**src/rtl/e1dl_pkg.sv**
```systemverilog
package e1dl_pkg;

  // Frame bit index of the first spare bit, and how many spare bits follow it.
  localparam int SA_FIRST_IDX = 3;
  localparam int SA_NUM       = 5;

  // One stage of the transmit pipeline: the stream bit and whether it is replaced.
  typedef struct packed {
    logic take;
    logic bit_v;
  } e1dl_stage_t;

endpackage

```
**src/rtl/e1dl_frame_pos.sv**
```systemverilog
module e1dl_frame_pos #(
  parameter int FRAME_BITS = 256,
  parameter int SA_FIRST   = 3,
  parameter int SA_COUNT   = 5
) (
  input  logic                clk,
  input  logic                rst_n,
  input  logic                fsync,
  input  logic                nfas,
  output logic [SA_COUNT-1:0] slot_vec
);

  localparam int CW = (FRAME_BITS > 2) ? $clog2(FRAME_BITS) : 1;
  localparam logic [CW-1:0] LAST_IDX = CW'(FRAME_BITS - 1);

  logic [CW-1:0] cnt_q, cnt_d, cur_idx;
  logic          nfas_q, nfas_d, cur_nfas;
  logic          lock_q, lock_d, cur_valid;

  // Position of the bit on the input this cycle
  always_comb begin
    cur_idx   = fsync ? '0 : cnt_q;
    cur_nfas  = fsync ? nfas : nfas_q;
    cur_valid = fsync | lock_q;
    cnt_d     = (cur_idx == LAST_IDX) ? '0 : cur_idx + 1'b1;
    nfas_d    = cur_nfas;
    lock_d    = cur_valid;
  end

  always_ff @(posedge clk or negedge rst_n) begin
    if (!rst_n) begin
      cnt_q  <= '0;
      nfas_q <= 1'b0;
      lock_q <= 1'b0;
    end else begin
      cnt_q  <= cnt_d;
      nfas_q <= nfas_d;
      lock_q <= lock_d;
    end
  end

  // slot_vec[k] marks the spare bit whose select bit is k (k = SA_COUNT-1 is first)
  for (genvar k = 0; k < SA_COUNT; k++) begin : g_slot
    localparam logic [CW-1:0] POS = CW'(SA_FIRST + SA_COUNT - 1 - k);
    assign slot_vec[k] = cur_valid & cur_nfas & (cur_idx == POS);
  end


  fpos_restart_chk: assert property (@(posedge clk) disable iff (!rst_n)
    fsync |=> (cnt_q == CW'(1)));

endmodule

```
**src/rtl/e1dl_tx_insert.sv**
```systemverilog
module e1dl_tx_insert #(
  parameter int SA_COUNT = 5
) (
  input  logic                clk,
  input  logic                rst_n,
  input  logic [SA_COUNT-1:0] slot_vec,
  input  logic [SA_COUNT-1:0] sel,
  input  logic                tx_din,
  input  logic                tx_dl,
  output logic                tx_dlclk,
  output logic                tx_dout
);

  import e1dl_pkg::*;

  e1dl_stage_t st_q, st_d;
  logic        out_q, out_d;

  always_comb begin
    st_d.take  = |(slot_vec & sel);
    st_d.bit_v = tx_din;
    out_d      = st_q.take ? tx_dl : st_q.bit_v;
  end

  always_ff @(posedge clk or negedge rst_n) begin
    if (!rst_n) begin
      st_q  <= '0;
      out_q <= 1'b0;
    end else begin
      st_q  <= st_d;
      out_q <= out_d;
    end
  end

  assign tx_dlclk = st_q.take;
  assign tx_dout  = out_q;

endmodule

```
**src/rtl/e1dl_rx_extract.sv**
```systemverilog
module e1dl_rx_extract #(
  parameter int SA_COUNT = 5
) (
  input  logic                clk,
  input  logic                rst_n,
  input  logic [SA_COUNT-1:0] slot_vec,
  input  logic [SA_COUNT-1:0] sel,
  input  logic                rx_din,
  output logic                rx_dlclk,
  output logic                rx_dl
);

  logic hit;
  logic clk_q, clk_d;
  logic dl_q, dl_d;

  always_comb begin
    hit   = |(slot_vec & sel);
    clk_d = hit;
    dl_d  = hit ? rx_din : dl_q;
  end

  always_ff @(posedge clk or negedge rst_n) begin
    if (!rst_n) begin
      clk_q <= 1'b0;
      dl_q  <= 1'b0;
    end else begin
      clk_q <= clk_d;
      dl_q  <= dl_d;
    end
  end

  assign rx_dlclk = clk_q;
  assign rx_dl    = dl_q;


  rxdl_hold_chk: assert property (@(posedge clk) disable iff (!rst_n)
    !rx_dlclk |-> $stable(rx_dl));


  rxdl_capture_chk: assert property (@(posedge clk) disable iff (!rst_n)
    rx_dlclk |-> (rx_dl == $past(rx_din)));

endmodule

```
**src/rtl/e1_sa_link.sv**
```systemverilog
module e1_sa_link #(
  parameter int FRAME_BITS = 256,
  parameter int SA_FIRST   = e1dl_pkg::SA_FIRST_IDX,
  parameter int SA_COUNT   = e1dl_pkg::SA_NUM
) (
  input  logic                clk,
  input  logic                rst_n,
  input  logic                sel_we,
  input  logic [SA_COUNT-1:0] sel_wdata,
  input  logic                tx_fsync,
  input  logic                tx_nfas,
  input  logic                tx_din,
  input  logic                tx_dl,
  output logic                tx_dlclk,
  output logic                tx_dout,
  input  logic                rx_fsync,
  input  logic                rx_nfas,
  input  logic                rx_din,
  output logic                rx_dlclk,
  output logic                rx_dl
);

  logic [SA_COUNT-1:0] sel_q, sel_d;
  logic [SA_COUNT-1:0] tx_slots, rx_slots;

  always_comb begin
    sel_d = sel_we ? sel_wdata : sel_q;
  end

  always_ff @(posedge clk or negedge rst_n) begin
    if (!rst_n) sel_q <= '0;
    else        sel_q <= sel_d;
  end

  e1dl_frame_pos #(.FRAME_BITS(FRAME_BITS), .SA_FIRST(SA_FIRST), .SA_COUNT(SA_COUNT)) u_tx_pos (
    .clk(clk), .rst_n(rst_n), .fsync(tx_fsync), .nfas(tx_nfas), .slot_vec(tx_slots)
  );

  e1dl_frame_pos #(.FRAME_BITS(FRAME_BITS), .SA_FIRST(SA_FIRST), .SA_COUNT(SA_COUNT)) u_rx_pos (
    .clk(clk), .rst_n(rst_n), .fsync(rx_fsync), .nfas(rx_nfas), .slot_vec(rx_slots)
  );

  e1dl_tx_insert #(.SA_COUNT(SA_COUNT)) u_tx (
    .clk(clk), .rst_n(rst_n), .slot_vec(tx_slots), .sel(sel_q),
    .tx_din(tx_din), .tx_dl(tx_dl), .tx_dlclk(tx_dlclk), .tx_dout(tx_dout)
  );

  e1dl_rx_extract #(.SA_COUNT(SA_COUNT)) u_rx (
    .clk(clk), .rst_n(rst_n), .slot_vec(rx_slots), .sel(sel_q),
    .rx_din(rx_din), .rx_dlclk(rx_dlclk), .rx_dl(rx_dl)
  );


  txclk_needs_sel_chk: assert property (@(posedge clk) disable iff (!rst_n)
    (sel_q == '0) |=> !tx_dlclk);


  rxclk_needs_sel_chk: assert property (@(posedge clk) disable iff (!rst_n)
    (sel_q == '0) |=> !rx_dlclk);


  txclk_sel_nonzero_chk: assert property (@(posedge clk) disable iff (!rst_n)
    tx_dlclk |-> ($countones($past(sel_q)) != 0));

endmodule

```
**config.mk**
```make
export PLATFORM = sky130hd
export DESIGN_NAME = e1_sa_link
export DESIGN_NICKNAME = d
export VERILOG_FILES = /design/src/rtl/e1dl_pkg.sv /design/src/rtl/e1dl_frame_pos.sv /design/src/rtl/e1dl_tx_insert.sv /design/src/rtl/e1dl_rx_extract.sv /design/src/rtl/e1_sa_link.sv
export SDC_FILE = /design/constraint.sdc
export NUM_CORES = 1
export LEC_CHECK = 0
export ABC_AREA = 0
export CORE_MARGIN = 3
export CORE_UTILIZATION = 35
export DETAILED_ROUTE_END_ITERATION = 16
export PLACE_DENSITY = 0.58
export SYNTH_ARGS = -nofsm -noshare
export SYNTH_HDL_FRONTEND = slang
export SYNTH_HIERARCHICAL = 1
export SYNTH_SLANG_ARGS = --single-unit
```
**constraint.sdc**
```tcl
create_clock -name clk -period 1.5 [get_ports clk]
set_input_delay 0.3 -clock clk [delete_from_list [all_inputs] [get_ports clk]]
set_output_delay 0.3 -clock clk [all_outputs]
set_load 0.005 [all_outputs]
```
Word-level counts from Yosys, hierarchy flattened
Cells that the tools add are included.
Widths: inputs -> output; s select.
{"block": "word_totals", "out_inout_bits": 4, "reg_bits": 30, "input_bits": 15, "elab_cells": 51}
{"block": "op_classes", "mux": 7, "n_bitwise": 16, "reduce_logical": 2, "add_sub_neg": 2, "eq_ne": 12}
{"cell": "$eq 8x3->1 const B", "count": 8}
{"cell": "$mux 8", "count": 4}
{"cell": "$add 8x1->8 const B", "count": 2}
{"cell": "$eq 8x2->1 const B", "count": 2}
{"cell": "$eq 8x8->1 const B", "count": 2}
{"cell": "$and 1x1->1", "count": 12}
{"cell": "$and 5x5->5", "count": 2}
{"cell": "$reduce_or 5->1", "count": 2}
{"cell": "$mux 1", "count": 3}
{"cell": "$or 1x1->1", "count": 2}

Logic depth before layout (Yosys ltp)
{"block": "logic_depth", "depth_word": 5, "depth_mapped": 6}

Hierarchy
The synthesis kept the hierarchy.
{"mod": "e1dl_frame_pos", "area_each_um2": 511.7, "seq_area_each_um2": 250.2, "instances": 2, "cells_per_inst": 50}
{"mod": "e1_sa_link", "area_each_um2": 181.4, "seq_area_each_um2": 125.1, "instances": 1, "cells_per_inst": 10}
{"mod": "e1dl_tx_insert", "area_each_um2": 107.6, "seq_area_each_um2": 75.1, "instances": 1, "cells_per_inst": 7}
{"mod": "e1dl_rx_extract", "area_each_um2": 86.3, "seq_area_each_um2": 50.0, "instances": 1, "cells_per_inst": 6}

Least setup slack after synthesis
Ideal clock, no wire load.
{"block": "synth_path", "kind": "reg-to-reg", "startpoint": "reg u_rx_pos.cnt_q[3]", "endpoint": "reg u_rx.dl_q, in the netlist u_rx/rx_dl", "synth_period_minus_slack_ns": 1.677, "t_arrival_ns": 1.552, "path_slack_ns": -0.177, "path_buffers": 0, "setup_ns": 0.125, "stages_incl_launch_ff": 7, "path_cell_list": "dfrtp_1 > and4bb_2 > nand4b_1 > nor3_1 > a222oi_1 > nand2_1 > mux2_4"}
{"block": "synth_via", "elab_chain_cells": 5, "word_cells_on_any_way": 13, "classes_between": "5 x eq/ne; 1 x mux; 6 x bitwise; 1 x reduce/logical"}
{"item": "start: declaration", "line": "e1dl_frame_pos.sv:16", "source": "logic [CW-1:0] cnt_q, cnt_d, cur_idx;"}
{"item": "start signal: assignment", "line": "e1dl_frame_pos.sv:36", "source": "cnt_q <= cnt_d;"}
{"item": "$mux 8", "line": "e1dl_frame_pos.sv:22", "source": "cur_idx = fsync ? '0 : cnt_q;"}
{"item": "$eq 8x3->1", "line": "e1dl_frame_pos.sv:45", "source": "assign slot_vec[k] = cur_valid & cur_nfas & (cur_idx == POS);"}
{"item": "$and 1x1->1", "line": "e1dl_frame_pos.sv:45"}
{"item": "via rx_slots[2]", "line": "e1_sa_link.sv:24", "source": "logic [SA_COUNT-1:0] tx_slots, rx_slots;"}
{"item": "$and 5x5->5", "line": "e1dl_rx_extract.sv:18", "source": "hit = |(slot_vec & sel);"}
{"item": "$reduce_or 5->1", "line": "e1dl_rx_extract.sv:18"}
{"item": "via u_rx.clk_d", "line": "e1dl_rx_extract.sv:14", "source": "logic clk_q, clk_d;"}
{"item": "end signal: assignment", "line": "e1dl_rx_extract.sv:29", "source": "dl_q <= dl_d;"}
{"item": "end: declaration", "line": "e1dl_rx_extract.sv:15", "source": "logic dl_q, dl_d;"}
The timed path passes the listed nets, and every way through them passes these cells.
A chain may end at the register's enable or synchronous reset.

Final worst setup path
{"block": "layout_path", "startpoint": "reg u_rx_pos.cnt_q[5]", "endpoint": "reg u_rx.dl_q, in the netlist u_rx/rx_dl"}
The elaborated chain is that of the path after synthesis.

==> results_dict.tcl <==
set metrics [dict create \
    outcome "complete, but fails checks" \
    violations "negative setup slack" \
    crit_fanout 4 \
    dieArea_sq_um 4790 \
    ys_seq_area_share_pct 53.7 \
    criticalPathCategory "reg2reg" \
    largestRegisters "u_rx_pos/cnt_q x8, u_tx_pos/cnt_q x8, sel_q x5" \
    placed_area_sq_um 1710 \
    drt_first_pass_iters 4 \
    crit_end "u_rx/rx_dl" \
    rr_startpoint "u_rx_pos/cnt_q[5]" \
    synth_simple_gate_area_share_pct 22.5 \
    rows 22 \
    cts_tree "yes" \
    root_buffer "clkbuf_8" \
    wl_mm 2.98 \
    power.leakage_nw 0.790 \
    synth-edff-count 0 \
    dr.first_iter.drc_count 35 \
    final_layout_size_suffix_gt1_share_pct 29.6 \
    core_sq_um 3740 \
    routed.top_layer "met4" \
    clk_latency_ns 0.28 \
    relSlewSlack_pct 76.8 \
    critPathLaunch "u_rx_pos/cnt_q[5]" \
    powerDensity_nw_per_um2 999 \
    fin_util_pct 49.7 \
    fill_cells 360 \
    wl_per_cell_microns 14.4 \
    gp_congestion 0.827 \
    dr_wl_met3_microns 110 \
    worstMarginPinSlew_ns 0.348 \
    syn_nets 138 \
    synth.area.top_cells "dfrtp_1 54%, mux2_2 6.4%, xor2_1 3.8%, buf_4 3.2%, nand4_1 2.7%" \
    peakVddDrop_uv 735 \
    crit_required_ns 1.67 \
    cts_hold_buf 0 \
    worst_slack_ns -0.303 \
    die_h_microns 69.2 \
    h-tree-depth 2 \
    io_buffers 18 \
    rrSetupSlack_ns -0.30 \
    diodes 0 \
    route.met2.wl_mm 1.50 \
    antenna_found_initial 0 \
    finalHoldViolCount 0 \
    die_w_microns 69.2 \
    vias_per_cell 5.06 \
    synth_flop_cell "dfrtp_1" \
    fin_worst_skew_ns 0.00542 \
    synthTopCellsByCount "30 x dfrtp_1, 10 x nor2_1, 8 x mux2_2" \
    finalMaxSlewViolations 0 \
    cts_made_buffers 5 \
    finalInstanceArea_sq_um 1860 \
    grt-ovfl-total 0 \
    clock.fmax_ghz 0.554 \
    rsz0062_at_grt "yes" \
    cts_sinks 30 \
    synth_compound_area_share_pct 6.80 \
    ys_seq_elements 30 \
    yosys.area.top_type_share_pct 53.7 \
    startpoint_type "flop" \
    syn_avg_cell_area_sq_um 11.4 \
    yosysMostFrequentCell "dfrtp_1" \
    synth-adder-area-share_pct 0 \
    postRouteAntennaNets 0 \
    grtUsageTotal_pct 13.6 \
    nets 173 \
    dp_hpwl_mm 1.96 \
    setup_violations 2 \
    grt_pass1_vias 1122 \
    async_reset_ff_share_pct 100 \
    drc 0 \
    yosysWarnings 6 \
    maxCapViolCount 0 \
    wl_met1_mm 1.34 \
    ys_types 26 \
    synthMuxAreaShare_pct 7.51 \
    grt_start_max_net_pins 31 \
    min_path_type "in2reg" \
    critPathCaptureType "flop" \
    area_delta_synth_final_pct 33.0 \
    ioPinCount 19 \
    timing.rr.end "u_rx/rx_dl" \
    grt_first_pass_wirelength_mm 5.17 \
    synth_top_family_by_area "simple AND/OR/NAND/NOR gates" \
    post-route-min-period_ns 1.80 \
    synth_xor_xnor_area_share_pct 5.01 \
    syn_area_sq_um 1400 \
    start_util_pct 37.4 \
    ff2ff_path_depth 6 \
    clkTransAtPathRegs_ns 0.07 \
    cp_data_arrival_time_ns 1.97 \
    synth_area_leader_cell "dfrtp_1" \
    via_count 1048 \
    clockBufferDepth 2 \
    syn_inst 123 \
    min_period_over_period_pct 120 \
]
==> worst min path at each step <==
stage / startpoint / end / slack [ns] / cells past startpoint
final: tx_fsync / u_tx_pos/cnt_q[5] / 0.34 / 2
after global routing: tx_fsync / u_tx_pos/cnt_q[5] / 0.38 / 2
after CTS: rst_n / u_tx_pos/cnt_q[6] / 0.40 / 2
after detailed placement: u_rx_pos/lock_q / u_rx_pos/lock_q / 0.45 / 1
after global placement: u_rx_pos/lock_q / u_rx_pos/lock_q / 0.45 / 1
after floorplan: rst_n / sel_q[0] / 0.004 / 0
==> cells by family after synthesis <==
kind of cell / after synthesis
DFF: 30
muxes: 9
and+or+nand+nor: 50
AOI/OAI and AO/OA: 16
buffers and inverters: 10
xor gates and xnor gates: 8
==> layer usage <==
metal | up-vias | GRT usage, %
met3 | 4 | 4.93
met4 | 0 | 5.86
met1 | 515 | 16.9
met5 | - | 0
li1 | 510 | -
met2 | 19 | 21.3
==> worst max-delay path, stage by stage, from the launching register on <==
cell      delay, ns
dfrtp_1        0.41
nor4_4         0.33
nand4b_1       0.22
nor3_1         0.21
a222oi_1       0.10
nand2_1        0.12
mux2_4         0.30
==> layout by cell type, fill, tap and decap left out, types with 4 or more instances in the layout <==
master	netlist	layout
nand4_1	6	6
o21ai_0	6	6
a21oi_1	6	6
nand2_1	4	4
clkbuf_8	0	6
nor3_1	6	4
mux2_2	8	8
or3_1	6	6
nor2_1	10	10
dfrtp_1	30	30
xor2_1	6	6
buf_4	6	17
clkdlybuf4s50_1	0	15
==> per-stage QoR <==
step	hold WS (ns)	power [mW]	TNS (ns)	std cells	setup WS (ns)
2_1_floorplan	0.00441	1.07	-0.148	123	-0.148
3_3_place_gp	0.448	1.19	-1.11	196	-0.580
3_5_place_dp	0.446	1.20	-1.38	196	-0.709
4_1_cts	0.395	1.88	-0.450	205	-0.308
5_1_grt	0.384	1.97	-0.634	207	-0.390
6_report	0.344	1.86	-0.420	207	-0.303
==> layout make-up <==
type | count | area [sq um] | area share [%]
flip-flops and latches | 30 | 751 | 40.3
multi-input cells | 83 | 619 | 33.3
repair buffers | 36 | 332 | 17.8
clock buffers | 7 | 86.3 | 4.64
well taps | 48 | 60.1 | 3.23
inverters | 2 | 7.51 | 0.403
clock inverters | 1 | 5.00 | 0.269
==> timing repair <==
item                                    CTS  global route
setup buffers                             1             2
gates cloned                              0             0
pin swaps                                 5             3
resized for setup                         3             5
endpoints found under the setup margin    3             4
==> power by group <==
group	internal, mW	total [mW]	switching [mW]
combinational	0.151	0.264	0.113
sequential	0.864	0.921	0.0570
clock	0.369	0.672	0.303
total	1.38	1.86	0.473
No activity file was read; power rests on OpenSTA's default activity.
